[src/rtl/ccu_pkg.sv]
// Shared definitions of the condition flag unit: operation codes and
// status bank geometry. Assumes a 5-bit operation field from the decoder.
package ccu_pkg;

    localparam int NUM_SB = 10;
    localparam int SEL_W  = 4;

    typedef enum logic [4:0] {
        OP_NOP     = 5'd0,
        OP_CMP_EQ  = 5'd1,
        OP_CMP_LT  = 5'd2,
        OP_CMP_LE  = 5'd3,
        OP_ACC_EQ  = 5'd4,
        OP_ACC_LT  = 5'd5,
        OP_ACC_LE  = 5'd6,
        OP_CC_REG  = 5'd7,
        OP_SB_SET  = 5'd8,
        OP_SB_OR   = 5'd9,
        OP_SB_AND  = 5'd10,
        OP_SB_XOR  = 5'd11,
        OP_CC_SET  = 5'd12,
        OP_CC_OR   = 5'd13,
        OP_CC_AND  = 5'd14,
        OP_CC_XOR  = 5'd15,
        OP_CC_NOT  = 5'd16
    } ccu_op_e;

    // True for the four operations that write a status bit from the flag.
    function automatic logic is_sb_write(input ccu_op_e op);
        return (op == OP_SB_SET) || (op == OP_SB_OR) ||
               (op == OP_SB_AND) || (op == OP_SB_XOR);
    endfunction

    // True for the four operations that read a status bit into the flag.
    function automatic logic is_sb_read(input ccu_op_e op);
        return (op == OP_CC_SET) || (op == OP_CC_OR) ||
               (op == OP_CC_AND) || (op == OP_CC_XOR);
    endfunction

endpackage

[src/rtl/ccu_compare.sv]
// Comparator of the flag unit. Forms the second operand from the register
// or the immediate, then computes equal / less / less-or-equal for the
// register path and the accumulator path. Returns the result picked by op.
// Assumes op is a valid compare code whenever the result is consumed.
module ccu_compare
    import ccu_pkg::*;
#(
    parameter int DATA_W = 32,
    parameter int ACC_W  = 40,
    parameter int IMM_W  = 3
) (
    input  logic              clk,
    input  logic              rst_n,
    input  ccu_op_e           op,
    input  logic              unsigned_i,
    input  logic              use_imm_i,
    input  logic [IMM_W-1:0]  imm_i,
    input  logic [DATA_W-1:0] opa_i,
    input  logic [DATA_W-1:0] opb_i,
    input  logic [ACC_W-1:0]  acc0_i,
    input  logic [ACC_W-1:0]  acc1_i,
    output logic              hit_o
);

    localparam int EXT_W = DATA_W - IMM_W;

    logic [DATA_W-1:0] imm_ext;
    logic [DATA_W-1:0] rhs;
    logic              eq_d, lt_d, le_d;
    logic              eq_a, lt_a, le_a;

    // Extend the immediate by the signedness of the compare.
    always_comb begin
        if (unsigned_i) imm_ext = {{EXT_W{1'b0}}, imm_i};
        else            imm_ext = {{EXT_W{imm_i[IMM_W-1]}}, imm_i};
        rhs = use_imm_i ? imm_ext : opb_i;
    end

    // Register-path relations; signedness chosen by the qualifier.
    always_comb begin
        eq_d = (opa_i == rhs);
        if (unsigned_i) begin
            lt_d = (opa_i < rhs);
            le_d = (opa_i <= rhs);
        end else begin
            lt_d = ($signed(opa_i) < $signed(rhs));
            le_d = ($signed(opa_i) <= $signed(rhs));
        end
    end

    // Accumulator-path relations, always signed over the full width.
    always_comb begin
        eq_a = (acc0_i == acc1_i);
        lt_a = ($signed(acc0_i) < $signed(acc1_i));
        le_a = ($signed(acc0_i) <= $signed(acc1_i));
    end

    // Pick the relation named by the operation code.
    always_comb begin
        case (op)
            OP_CMP_EQ: hit_o = eq_d;
            OP_CMP_LT: hit_o = lt_d;
            OP_CMP_LE: hit_o = le_d;
            OP_ACC_EQ: hit_o = eq_a;
            OP_ACC_LT: hit_o = lt_a;
            OP_ACC_LE: hit_o = le_a;
            default:   hit_o = 1'b0;
        endcase
    end


    cmp_order_chk: assert property (@(posedge clk) disable iff (!rst_n)
        (le_d == (eq_d | lt_d)) && !(eq_d && lt_d));


    acc_order_chk: assert property (@(posedge clk) disable iff (!rst_n)
        (le_a == (eq_a | lt_a)) && !(eq_a && lt_a));

endmodule

[src/rtl/ccu_status_bank.sv]
// Local bank of arithmetic status bits. One generated cell per bit; the
// selected cell takes copy/OR/AND/XOR with the flag when written. Also
// returns the selected bit for reads and whether the selector is in range.
// Assumes fn encodes 0 copy, 1 OR, 2 AND, 3 XOR.
module ccu_status_bank #(
    parameter int NUM_SB = 10,
    parameter int SEL_W  = 4
) (
    input  logic              clk,
    input  logic              rst_n,
    input  logic              wr_en,
    input  logic [1:0]        fn,
    input  logic [SEL_W-1:0]  sel,
    input  logic              cc_i,
    output logic [NUM_SB-1:0] status_o,
    output logic              rd_bit_o,
    output logic              sel_ok_o
);

    localparam int PAD_W = 1 << SEL_W;

    logic [PAD_W-1:0] padded;

    assign sel_ok_o = (sel < SEL_W'(NUM_SB));

    for (genvar i = 0; i < NUM_SB; i++) begin : g_bit
        logic nxt;
        // Combine the stored bit with the flag per the function code.
        always_comb begin
            case (fn)
                2'd0:    nxt = cc_i;
                2'd1:    nxt = status_o[i] | cc_i;
                2'd2:    nxt = status_o[i] & cc_i;
                default: nxt = status_o[i] ^ cc_i;
            endcase
        end
        // Store the bit when selected and written; clear on reset.
        always_ff @(posedge clk) begin
            if (!rst_n)                            status_o[i] <= 1'b0;
            else if (wr_en && sel == SEL_W'(i))    status_o[i] <= nxt;
        end
    end

    // Read port: out-of-range selectors read as zero.
    always_comb begin
        padded   = PAD_W'(status_o);
        rd_bit_o = sel_ok_o ? padded[sel] : 1'b0;
    end


    one_bit_chk: assert property (@(posedge clk) disable iff (!rst_n)
        1'b1 |=> ($countones(status_o ^ $past(status_o)) <= 1));


    bad_sel_chk: assert property (@(posedge clk) disable iff (!rst_n)
        !sel_ok_o |=> $stable(status_o));

endmodule

[src/rtl/ccu_flag_reg.sv]
// The condition flag register. Picks the next flag from the compare
// result, the register zero test, a status bit combination or inversion.
// Assumes sel_ok marks a valid status selector for transfer operations.
module ccu_flag_reg
    import ccu_pkg::*;
(
    input  logic    clk,
    input  logic    rst_n,
    input  logic    valid_i,
    input  ccu_op_e op,
    input  logic    cmp_hit,
    input  logic    reg_nz,
    input  logic    sb_bit,
    input  logic    sel_ok,
    output logic    cc_q
);

    logic cc_nxt;

    // Decide the next flag value for the current operation.
    always_comb begin
        case (op)
            OP_CMP_EQ, OP_CMP_LT, OP_CMP_LE,
            OP_ACC_EQ, OP_ACC_LT, OP_ACC_LE: cc_nxt = cmp_hit;
            OP_CC_REG: cc_nxt = reg_nz;
            OP_CC_SET: cc_nxt = sel_ok ? sb_bit : cc_q;
            OP_CC_OR:  cc_nxt = sel_ok ? (cc_q | sb_bit) : cc_q;
            OP_CC_AND: cc_nxt = sel_ok ? (cc_q & sb_bit) : cc_q;
            OP_CC_XOR: cc_nxt = sel_ok ? (cc_q ^ sb_bit) : cc_q;
            OP_CC_NOT: cc_nxt = ~cc_q;
            default:   cc_nxt = cc_q;
        endcase
    end

    // Hold the flag; load on valid operations; clear on reset.
    always_ff @(posedge clk) begin
        if (!rst_n)       cc_q <= 1'b0;
        else if (valid_i) cc_q <= cc_nxt;
    end


    rst_clear_chk: assert property (@(posedge clk)
        !rst_n |=> !cc_q);


    idle_hold_chk: assert property (@(posedge clk) disable iff (!rst_n)
        !valid_i |=> $stable(cc_q));


    invert_chk: assert property (@(posedge clk) disable iff (!rst_n)
        (valid_i && op == OP_CC_NOT) |=> (cc_q != $past(cc_q)));


    reg_test_chk: assert property (@(posedge clk) disable iff (!rst_n)
        (valid_i && op == OP_CC_REG) |=> (cc_q == $past(reg_nz)));


    bad_sel_cc_chk: assert property (@(posedge clk) disable iff (!rst_n)
        (valid_i && is_sb_read(op) && !sel_ok) |=> $stable(cc_q));

endmodule

[src/rtl/ccu_top.sv]
// Condition flag compare and logic unit. Connects the comparator, the
// flag register and the status bank, decodes which part an operation
// drives, and presents the flag as a zero-extended register word.
// Assumes operands are already read from the register file.
module ccu_top
    import ccu_pkg::*;
#(
    parameter int DATA_W = 32,
    parameter int ACC_W  = 40,
    parameter int IMM_W  = 3
) (
    input  logic              clk,
    input  logic              rst_n,
    input  logic              valid_i,
    input  logic [4:0]        op_i,
    input  logic              unsigned_i,
    input  logic              use_imm_i,
    input  logic [IMM_W-1:0]  imm_i,
    input  logic [DATA_W-1:0] opa_i,
    input  logic [DATA_W-1:0] opb_i,
    input  logic [ACC_W-1:0]  acc0_i,
    input  logic [ACC_W-1:0]  acc1_i,
    input  logic [SEL_W-1:0]  sel_i,
    output logic              cc_o,
    output logic [NUM_SB-1:0] status_o,
    output logic [DATA_W-1:0] cc_word_o
);

    ccu_op_e    op;
    logic       cmp_hit;
    logic       reg_nz;
    logic       sb_bit;
    logic       sel_ok;
    logic       sb_wr;
    logic [1:0] sb_fn;

    // Decode the operation into bank write controls.
    always_comb begin
        op     = ccu_op_e'(op_i);
        reg_nz = |opa_i;
        sb_wr  = valid_i && is_sb_write(op);
        sb_fn  = op_i[1:0];
    end

    ccu_compare #(
        .DATA_W (DATA_W),
        .ACC_W  (ACC_W),
        .IMM_W  (IMM_W)
    ) u_cmp (
        .clk        (clk),
        .rst_n      (rst_n),
        .op         (op),
        .unsigned_i (unsigned_i),
        .use_imm_i  (use_imm_i),
        .imm_i      (imm_i),
        .opa_i      (opa_i),
        .opb_i      (opb_i),
        .acc0_i     (acc0_i),
        .acc1_i     (acc1_i),
        .hit_o      (cmp_hit)
    );

    ccu_status_bank #(
        .NUM_SB (NUM_SB),
        .SEL_W  (SEL_W)
    ) u_bank (
        .clk      (clk),
        .rst_n    (rst_n),
        .wr_en    (sb_wr),
        .fn       (sb_fn),
        .sel      (sel_i),
        .cc_i     (cc_o),
        .status_o (status_o),
        .rd_bit_o (sb_bit),
        .sel_ok_o (sel_ok)
    );

    ccu_flag_reg u_flag (
        .clk     (clk),
        .rst_n   (rst_n),
        .valid_i (valid_i),
        .op      (op),
        .cmp_hit (cmp_hit),
        .reg_nz  (reg_nz),
        .sb_bit  (sb_bit),
        .sel_ok  (sel_ok),
        .cc_q    (cc_o)
    );

    // Present the flag as a register-width value.
    assign cc_word_o = {{(DATA_W-1){1'b0}}, cc_o};


    idle_bank_chk: assert property (@(posedge clk) disable iff (!rst_n)
        !valid_i |=> $stable(status_o));


    rst_bank_chk: assert property (@(posedge clk)
        !rst_n |=> (status_o == '0));

endmodule

[config.mk]
export PLATFORM = sky130hd
export DESIGN_NAME = ccu_top
export DESIGN_NICKNAME = d
export VERILOG_FILES = /design/src/rtl/ccu_pkg.sv /design/src/rtl/ccu_compare.sv /design/src/rtl/ccu_status_bank.sv /design/src/rtl/ccu_flag_reg.sv /design/src/rtl/ccu_top.sv
export SDC_FILE = /design/constraint.sdc
export NUM_CORES = 1
export LEC_CHECK = 0
export ABC_AREA = 0
export BUFFER_PORTS_ARGS = -buffer_cell sky130_fd_sc_hd__buf_2
export CORE_MARGIN = 3
export CORE_UTILIZATION = 40
export CTS_BUF_LIST = sky130_fd_sc_hd__clkbuf_2 sky130_fd_sc_hd__clkbuf_4 sky130_fd_sc_hd__clkbuf_8
export CTS_CLUSTER_DIAMETER = 80
export DETAILED_ROUTE_END_ITERATION = 8
export GPL_TIMING_DRIVEN = 1
export PLACE_DENSITY = 0.81
export SKIP_LAST_GASP = 1
export SYNTH_ARGS = -nofsm -noshare
export SYNTH_HDL_FRONTEND = slang
export SYNTH_SLANG_ARGS = --single-unit
[constraint.sdc]
create_clock -name clk -period 4.5 [get_ports clk]
set_input_delay 0.9 -clock clk [delete_from_list [all_inputs] [get_ports clk]]
set_output_delay 0.9 -clock clk [all_outputs]
set_load 0.005 [all_outputs]
# After elaboration in Yosys (flattened, before gate mapping)
# Cells that the tools add are included.
[classes]
order_cmp = 8
eq_ne = 33
n_mux = 23
bitwise = 34
n_reduce_logical = 20
[op_table]
columns = ["op", "count"]
rows = [
  ["less-or-equal comparator 32 bit", 2],
  ["< comparator 32 bit", 2],
  ["two-way mux 32 bit", 2],
  ["== test 40 bit", 1],
  ["== test 5 x 4 -> 1 bit, second input constant", 8],
  ["less-or-equal comparator 40 bit", 1],
  ["< comparator 40 bit", 1],
  ["== test 32 bit", 1],
  ["OR reduction 32 bit", 1],
  ["case mux 1 bit (3 select lines)", 10],
  ["== test 5 x 3 -> 1 bit, second input constant", 4],
  ["== test 4 x 3 -> 1 bit, second input constant", 4],
  ["bitwise AND 1 bit", 11],
  ["logical AND 1 bit", 11],
  ["bitwise OR 1 bit", 11],
  ["bitwise XOR 1 bit", 11],
  ["== test 5 x 2 -> 1 bit, second input constant", 2],
  ["== test 4 x 2 -> 1 bit, second input constant", 2],
  ["== test 4 bit, second input constant", 2],
  ["two-way mux 1 bit", 8],
  ["!= test 2 bit, second input constant", 4],
  ["case mux 1 bit (7 select lines)", 1],
  ["nonzero test 7 bit", 1],
  ["case mux 1 bit (6 select lines)", 1],
  ["other kinds (14)", 16],
]
[word_totals]
reg_bits = 11
in_bits = 161
out_inout_bits = 43
elab_cells = 129

# Logic depth before layout (Yosys ltp)
# Gate-level depths: netlist of the first run.
[depth]
ltp_word = 6
depth_mapped = 14
ltp_nobuf = 13

# Hierarchy
# From an unflattened synthesis of the first run, not the netlist that was laid out.
[hier_totals]
hier_cells = 465
area_unflattened_um2 = 3656.0
[by_module_without_submodules]
columns = ["module", "instances", "cells_per_inst", "area_per_inst_um2", "seq_area_each_um2"]
rows = [
  ["ccu_compare", 1, 280, 1998.2, 0.0],
  ["ccu_status_bank", 1, 117, 1141.1, 200.2],
  ["ccu_top", 1, 45, 329.1, 0.0],
  ["ccu_flag_reg", 1, 23, 187.7, 20.0],
]

# Least setup slack after synthesis of the first run
# No wires, ideal clock.
[synth_timing]
kind = "input-to-reg"
from = "input use_imm_i"
to = "register u_flag.cc_q"
setup_time_ps = 123
t_arrival_ps = 2954
required_ps = 4377
slack_ps = 1423
stages = 12
n_path_buf = 3
cell_sequence = "clkbuf_1 > o21ai_0 > clkbuf_1 > clkbuf_1 > o21ai_0 > ha_1 > nand4_1 > nor4_1 > a211oi_1 > or2_1 > a21oi_1 > a31oi_1"
[synth_via]
elab_chain_cells = 5
elab_cells_between_ends = 10
cone_classes = "order compare (4); eq/ne (1); mux (5)"
[synth_rtl]
columns = ["element", "line_no", "text"]
rows = [
  ["start, declared", "ccu_top.sv:17", "input logic use_imm_i,"],
  ["two-way mux 32 bit *", "ccu_compare.sv:36", "rhs = use_imm_i ? imm_ext : opb_i;"],
  ["less-or-equal comparator 32 bit (tied with other cells)", "ccu_compare.sv:47", "le_d = ($signed(opa_i) <= $signed(rhs));"],
  ["two-way mux 1 bit", "ccu_compare.sv:42", "if (unsigned_i) begin"],
  ["case mux 1 bit (6 select lines) *", "ccu_compare.sv:60", "case (op)"],
  ["case mux 1 bit (7 select lines) *", "ccu_flag_reg.sv:22", "case (op)"],
  ["end signal, assigned", "ccu_flag_reg.sv:38", "else if (valid_i) cc_q <= cc_nxt;"],
  ["end, declared", "ccu_flag_reg.sv:15", "output logic cc_q"],
]
# Every way passes the cells marked *; elsewhere a longest branch is shown, timed or not.
# A chain may end at the register's enable or synchronous reset.

# Worst setup path after layout of the first run
# Ends and elaborated chain as after synthesis.

==> out/results.ini, run 1 <==
[power_and_ir_drop]
leakagePower_uw = 0.002369
p_int_uw = 309.6
power_density_nw_per_um2 = 120.1
seqPwrFrac_pct = 19.3
peakVddDrop_uv = 94.87
switchingPower_uw = 223.2
p_clk_share_pct = 19.9
pwr-share-comb_pct = 60.8
swShare_pct = 41.90
fin_total_pwr_uw = 532.8

[drt]
via_count = 3996
dr.pass1.iters = 6
wl_met2_microns = 5324
highest_layer = met4
drt-total-wl_microns = 10530
dr_wl_met3_microns = 771
detail-route-antenna-nets = 0
first_iter_violations = 89
m1WireLength_microns = 4319
wl_per_cell_microns = 14.29
drc = 0
viasPerCell = 5.422

[floorplan]
ioPinCount = 204
rows = 33
die_y_microns = 100.7
dieArea_sq_um = 10150
start_util_pct = 42.41
die_x_microns = 100.7
coreArea_sq_um = 8464

[synth]
yosys_most_used_dff = dfxtp_1
synth_area_sq_um = 3590
synth_seq_cells = 11
yosysUniqueCellTypes = 51
synth_edf_count = 0
syn_avg_cell_area_sq_um = 7.573
ys_warn_count = 0
seq_area_frac_synth_pct = 6.135
async_flop_share_pct = 0
syn_inst = 474

[cts]
clk_pin_slew_ps = 60
ctsHtreeMaxLevel = 1
cts_tree = built
cts-root-buf = clkbuf_8
cts_sinks = 11
clk_path_buf_depth = 2
cts_buffers = 3
clock_latency_ps = 240
ctsResizeCount = 0
hold_buffers = 0
cts_setup_buffers = 0

[worst_hold_path]
holdPathStages = 2
hold_path_class = flop to flop

[timing]
finalCritPeriodShare_pct = 78.20
max_freq_mhz = 284.2
setup_viol = 0
slew_viol_final = 0
clock_skew_ps = 3.659
period_minus_slack_ps = 3519
relSlewSlack_pct = 46.37
tightest_slew_ps = 801.5
rsz0062_at_grt = no
timing.final.hold_violations = 0
finalSetupTns_ps = 0

[place]
portBuffers = 172
placed_cell_area_sq_um = 4389
dpl.cell_count = 733
gp_congestion = 0.8464
hpwl_microns = 9174

[cells_and_area]
drive_gt1_share_pct = 31.33
nets = 888
area_growth_pct = 23.56
stdcell_count = 737
stdcell_area_sq_um = 4436
antennaDiodeCount = 0
nFillCells = 809

[critical_path]
worstPathArrival_ps = 3650
cp.required_ps = 4630
critPathMaxFanout = 33
end_kind = flop
worst_r2r_path_depth = 9
path_class = input port to flop
start_kind = input port

[grt]
antenna_found_initial = 0
grt_start_max_net_pins = 34
first_global_vias = 3892
grt_pass1_wl_microns = 16690
grt_overflow = 0
track_usage_pct = 19.43

[status]
status = completed

[flow_run]
cap_violations = 0

worst max-delay path, cell delays in order:
cell	delay [ps]
buf_2	260
o21ai_1	470
o21ai_0	240
ha_1	390
nand4_1	140
nor4_2	300
a21bo_1	250
o211ai_1	110
a211oi_1	100
or2_1	230
a21oi_1	150
a31oi_1	100
cell usage after synthesis, drive strengths merged (2+ instances only):
cell type  count  area share, %
a31oi          2           0.35
nor3           9            1.5
inv           56            5.9
nand4         17            3.0
o21ai         44            6.2
a21o           5            1.0
nand3b         3           0.63
and4           4           0.98
a211oi        13            2.7
nand4b         2           0.49
o211ai         5            1.0
mux2          14            4.4
ha            94             33
dfxtp         11            6.1
nor2          16            1.7
a21oi         50            7.1
nor4          12            2.3
nor3b          4           0.98
buf           39            7.7
mux2i          3           0.84
o31ai          2           0.42
nand2         19            2.0
mux4           2            1.3
clkbuf        10            1.0
nor2b          8            1.4
nand3          8            1.1
a311oi         6            1.5
flip-flops by register name, summed over array words and instances (netlist names):
| register | flops |
|---|---|
| u_flag.cc_q | 1 |
| u_bank.status_o | 10 |
through the flow:
step	hold WS (ps)	setup WS, ps	util (%)
CTS	572.8	1046	52.40
finish	574.1	981.2	52.40
global route	595.6	655.0	52.40
global placement	536.4	987.0	51.86
detailed placement	565.2	786.9	51.86
floorplan	528.6	1423	-
kinds of logic (layout without fill, tap and decap cells):
| family | Yosys count | in the layout | share of synthesized area, % |
|---|---|---|---|
| AO/OA/AOI/OAI | 137 | 137 | 22.97 |
| AND/OR/NAND/NOR | 106 | 106 | 16.87 |
| buffers and inverters | 106 | 234 | 14.67 |
| other | 1 | 31 | 0.1045 |
| multiplexers | 19 | 19 | 6.483 |
| adder cells (fa/ha/maj) | 94 | 94 | 32.76 |
| flip-flops | 11 | 11 | 6.135 |
metal layers:
metal | track usage (%) | up-vias
met5 | 0 | -
met4 | 3.523 | 0
met3 | 3.322 | 14
met2 | 36.91 | 152
met1 | 22.71 | 1830
li1 | - | 2000
power by group through the flow:
stage	sequential, uW	clock [uW]	combinational (uW)
finish	103	106	324
global route	103	112	372
CTS	103	108	324
detailed placement	105	0	322
global placement	105	0	305
floorplan	103	0	215
final timing paths:
| path | start | endpoint | slack (ps) |
|---|---|---|---|
| setup / recovery | use_imm_i | u_flag.cc_q | 980 |
| hold / removal | u_bank.status_o[1] | u_bank.status_o[1] | 570 |
| setup reg to reg | u_flag.cc_q | u_flag.cc_q | 1690 |
| hold reg to reg | u_bank.status_o[1] | u_bank.status_o[1] | 570 |
cell type report:
type,count,area [sq um],share of cell area (%)
clock buffers,3,41.29,0.9309
well taps,105,131.4,2.962
repair buffers,173,868.3,19.58
clock inverters,1,5.005,0.1128
flip-flops and latches,11,220.2,4.965
multi-input cells,387,2955,66.63
inverters,57,214.0,4.824
layout by cell type, fill, tap and decap left out, drive strengths merged, types with 4 or more instances in the layout:
cell type	count
buf	173
ha	94
inv	56
a21oi	50
o21ai	44
conb	31
nand2	19
nand4	17
nor2	16
mux2	14
a211oi	13
nor4	12
dfxtp	11
nor3	9
nand3	8
nor2b	8
a311oi	6
a21o	5
o211ai	5
and4	4
nor3b	4
(Power assumes the default switching activity.)
==> inputs of run 2 (changes only) <==
--- a/config.mk
+++ b/config.mk
@@ -13,7 +13,7 @@
 export CTS_CLUSTER_DIAMETER = 80
 export DETAILED_ROUTE_END_ITERATION = 8
 export GPL_TIMING_DRIVEN = 1
-export PLACE_DENSITY = 0.81
+export PLACE_DENSITY = 0.84
 export SKIP_LAST_GASP = 1
 export SYNTH_ARGS = -nofsm -noshare
 export SYNTH_HDL_FRONTEND = slang
==> constraint.sdc (replaced) <==
create_clock -name clk -period 3.2 [get_ports clk]
set_input_delay 0.64 -clock clk [delete_from_list [all_inputs] [get_ports clk]]
set_output_delay 0.64 -clock clk [all_outputs]
set_load 0.005 [all_outputs]
==> run 2 against run 1 <==
Net effect: hold slack worse by 3.1 ps; critical path depth increased by 1; final area increased by 0.68%; setup slack lost 570 ps; die area unchanged; critical path type unchanged.
==> out/results.ini, run 2 (synthesis results as in run 1) <==
[timing]
setup_viol = 0
finalSetupTns_ps = 0
slew_viol_final = 0
clock_skew_ps = 1.779
tightest_slew_ps = 782.0
finalCritPeriodShare_pct = 87.30
worst_hold_slack_ps = 571.0
rsz0062_at_grt = no
max_freq_mhz = 357.9
timing.final.hold_violations = 0
period_minus_slack_ps = 2794
relSlewSlack_pct = 47.67

[floorplan]
coreArea_sq_um = 8464
die_y_microns = 100.7
ioPinCount = 204
dieArea_sq_um = 10150
rows = 33
die_x_microns = 100.7
start_util_pct = 42.41

[place]
hpwl_microns = 9328
gp_congestion = 0.8670
portBuffers = 172

[power_and_ir_drop]
peakVddDrop_uv = 188.8
power_density_nw_per_um2 = 167.8
leakagePower_uw = 0.002389

[critical_path]
max_stage_delay_ps = 360
r2r_setup_slack_ps = 750
end_kind = flop
crit_path_start = unsigned_i
path_delay_family = compound AO/OA/AOI/OAI gates
cp.required_ps = 3330
critPathBufInv = 2
timing.rr.start = u_bank.status_o[9]
path_class = input port to flop
worst_r2r_path_depth = 12
critPathMaxFanout = 13
crit_chain = buf_2 -> o21ai_1 -> buf_4 -> o21ai_0 -> ha_1 -> nand4_1 -> nor4_2 -> a21bo_1 -> o211ai_1 -> a211oi_1 -> or2_1 -> a21oi_1 -> a31oi_1
slowest_stage = ha_1
worstPathArrival_ps = 2920
start_kind = input port
path_depth = 13
regToRegEndpoint = u_flag.cc_q

[grt]
grt_start_max_net_pins = 33
grt_pass1_wl_microns = 16840
first_global_vias = 3875
antenna_found_initial = 0
track_usage_pct = 19.72
grt_overflow = 0

[status]
status = completed

[flow_run]
cap_violations = 0

[cells_and_area]
regMostFlops = u_bank.status_o
antennaDiodeCount = 0
largest_reg_flops = 10
drive_gt1_share_pct = 31.76
layout_common_cells = buf_2, ha_1, inv_1, a21oi_1, o21ai_0
nets = 892
area_growth_pct = 24.40
reg_top3 = u_bank.status_o: 10 flops, u_flag.cc_q: 1 flops
final_common_cell = buf_2

[cts]
ctsHtreeMaxLevel = 1
hold_buffers = 0
cts_buffers = 3
clock_latency_ps = 240
clk_path_buf_depth = 2
cts-root-buf = clkbuf_8
clk_pin_slew_ps = 60
cts_setup_buffers = 0
ctsResizeCount = 0
cts_tree = built
cts_sinks = 11

[drt]
wl_per_cell_microns = 14.40
via_count = 4002
drt-total-wl_microns = 10670
detail-route-antenna-nets = 0
viasPerCell = 5.401
dr.pass1.iters = 5
first_iter_violations = 113
drc = 0

[worst_hold_path]
holdPathStages = 2
hold_path_class = flop to flop
min_to = u_bank.status_o[0]
hold_start = u_bank.status_o[0]

run 2: worst max-delay path by stage:
stage	endpoint	slack, ps
floorplan	u_flag.cc_q	380
global placement	u_flag.cc_q	290
detailed placement	u_flag.cc_q	190
CTS	u_flag.cc_q	430
global route	u_flag.cc_q	220
finish	u_flag.cc_q	410
run 2: report_power, final:
group	internal [uW]	switching, uW	total (uW)
clock	85.9	59.2	145
combinational	215	250	465
sequential	138	0.919	139
total	439	310	749
run 2: through the flow:
step	setup WS (ps)	instances	total power [uW]	util, %	cell area, sq um
2_1_floorplan	383.0	504	447.9	-	3702
3_5_place_dp	190.9	737	605.4	52.21	4419
4_1_cts	427.9	741	753.6	52.76	4466
5_1_grt	224.0	741	830.3	52.76	4466
6_report	406.3	741	749.2	52.76	4466
3_3_place_gp	285.0	737	580.4	52.21	4419
run 2: area by class of cell:
cell class | instances | area [sq um]
Clock buffer | 3 | 41.29
Clock inverter | 1 | 5.005
Multi-Input combinational cell | 387 | 2955
Tap cell | 105 | 131.4
Inverter | 57 | 214.0
Timing Repair Buffer | 177 | 898.4
Sequential cell | 11 | 220.2
Fill cell | 812 | 3999
run 2: tightest hold or removal path, delay by kind of cell, from the launching register on:
family          cells  cell delay (ps)
compound gates      2              170
flops               1              350
run 2: routing by layer:
metal / GRT usage, % / wire (microns) / up-vias / share of wire, %
met5: 0 / 0 / - / 0
met1: 23.79 / 4367 / 1837 / 41
met3: 2.561 / 641 / 10 / 6.0
met2: 37.77 / 5573 / 141 / 52
li1: - / - / 2014 / -
met4: 2.280 / 84 / 0 / 0.79
==> inputs of run 3 (changes only) <==
--- a/config.mk
+++ b/config.mk
@@ -12,7 +12,7 @@
 export CTS_BUF_LIST = sky130_fd_sc_hd__clkbuf_2 sky130_fd_sc_hd__clkbuf_4 sky130_fd_sc_hd__clkbuf_8
 export CTS_CLUSTER_DIAMETER = 80
 export DETAILED_ROUTE_END_ITERATION = 8
-export GPL_TIMING_DRIVEN = 1
+export GPL_TIMING_DRIVEN = 0
 export PLACE_DENSITY = 0.84
 export SKIP_LAST_GASP = 1
 export SYNTH_ARGS = -nofsm -noshare
==> run 3 against run 2 <==
Net effect: final cell count rose by 5.4%; clock-buffer cell count rose by 1; combinational power increased by 7.1%.
==> out/results.ini, run 3 (synthesis results as in run 1) <==
[status]
status = completed

[drt]
drt-total-wl_microns = 11290
wl_per_cell_microns = 14.46
first_iter_violations = 95
via_count = 4174
drc = 0
dr.pass1.iters = 4
viasPerCell = 5.344
detail-route-antenna-nets = 0

[critical_path]
worstPathArrival_ps = 3080
end_kind = flop
crit_chain = clkbuf_1 -> clkbuf_1 -> o21ai_0 -> ha_1 -> nand4_1 -> nor4_2 -> a21bo_1 -> o211ai_1 -> a211oi_1 -> or2_1 -> a21oi_1 -> a31oi_1
cp.required_ps = 3330
max_stage_delay_ps = 320
worst_path_most_repeated_cell = clkbuf_1
path_class = input port to flop
worst_r2r_path_depth = 9
slowest_stage = ha_1
critPathMaxFanout = 10
start_kind = input port

[power_and_ir_drop]
leakagePower_uw = 0.002576
peakVddDrop_uv = 157.5
power_density_nw_per_um2 = 169.2

[place]
hpwl_microns = 9728
gp_congestion = 0.8848
portBuffers = 168
placed_cell_area_sq_um = 4674
dpl.cell_count = 777

[flow_run]
cap_violations = 0

[cts]
hold_buffers = 0
clk_pin_slew_ps = 60
clock_latency_ps = 250
cts_tree = built
ctsHtreeMaxLevel = 1
cts-root-buf = clkbuf_8
cts_buffers = 3
clk_path_buf_depth = 2
cts_sinks = 11

[grt]
antenna_found_initial = 0
grt_overflow = 0
first_global_vias = 4119
track_usage_pct = 20.67
grt_start_max_net_pins = 18
grt_pass1_wl_microns = 17540

[timing]
tightest_slew_ps = 747.6
setup_viol = 0
relSlewSlack_pct = 49.98
timing.final.hold_violations = 0
clock_skew_ps = 1.668
rsz0062_at_grt = no
period_minus_slack_ps = 2953
finalCritPeriodShare_pct = 92.28
slew_viol_final = 0
max_freq_mhz = 338.6
worst_hold_slack_ps = 557.5

[cells_and_area]
nets = 932
final_common_cell = buf_2
reg_top3 = u_bank.status_o: 10 flops, u_flag.cc_q: 1 flops
area_growth_pct = 31.96
antennaDiodeCount = 0
regMostFlops = u_bank.status_o
largest_reg_flops = 10
drive_gt1_share_pct = 35.06
stdcell_area_sq_um = 4737
stdcell_count = 781
layout_common_cells = buf_2, ha_1, inv_1, a21oi_1, o21ai_0

[floorplan]
die_x_microns = 100.7
die_y_microns = 100.7
start_util_pct = 42.41
rows = 33
dieArea_sq_um = 10150
coreArea_sq_um = 8464
ioPinCount = 204

[worst_hold_path]
holdPathStages = 2
hold_path_class = flop to flop

[run 3: changes by cell type in the layout (fill, tap and decap cells not counted)]
cell / before / now
buf_4: 5 / 32
clkbuf_1: 0 / 6
buf_2: 172 / 175
clkbuf_2: 0 / 3
clkbuf_4: 0 / 2
clkinv_2: 1 / 0
nor4_1: 11 / 10
nor4_2: 1 / 2
o21ai_0: 35 / 36
o21ai_1: 8 / 7
[run 3: metal layers]
layer	wire (microns)	track usage [%]
met4	196	5.803
met2	5764	39.54
met3	794	1.869
met1	4537	24.13
met5	0	0
[run 3: repair_timing]
action	4_1_cts	5_1_grt
endpoints found under the hold margin	0	0
buffers inserted	0	0
endpoints found under the setup margin	1	1
pin swaps	0	0
resized for setup	2	7
[run 3: path summary, 6_finish.rpt]
path	from	endpoint	slack (ps)
setup reg to reg	u_flag.cc_q	u_flag.cc_q	320
hold / removal	u_bank.status_o[6]	u_bank.status_o[6]	560
hold reg to reg	u_bank.status_o[6]	u_bank.status_o[6]	560
setup / recovery	use_imm_i	u_flag.cc_q	250
[run 3: per-stage QoR]
step | total power, uW | utilization [%] | setup TNS (ps) | setup slack (ps)
2_1_floorplan | 447.9 | - | 0 | 383.0
3_3_place_gp | 607.8 | 55.23 | -263.1 | -263.1
3_5_place_dp | 636.1 | 55.23 | -362.1 | -362.1
4_1_cts | 798.4 | 55.89 | 0 | 93.54
5_1_grt | 874.3 | 55.96 | 0 | 9.827
6_report | 801.4 | 55.96 | 0 | 247.0
[run 3: power breakdown]
group / switching (uW) / internal [uW]
Combinational: 256 / 241
Sequential: 5.88 / 138
Clock: 62.9 / 96.7
Total: 325 / 476
[run 3: area by class of cell]
cell class | instances | area (sq um)
repair buffers | 168 | 840.8
plain buffers | 49 | 320.3
well taps | 105 | 131.4
clock buffers | 4 | 48.80
inverters | 57 | 214.0
flip-flops and latches | 11 | 220.2
multi-input cells | 387 | 2962
fillers | 795 | 3727
[run 3: worst max-delay path, delay by kind of cell]
family	cells	cell delay, ps
AND/OR/NAND/NOR	3	670
AO/OA/AOI/OAI	6	890
buffers and inverters	2	560
adder cells (fa/ha/maj)	1	320
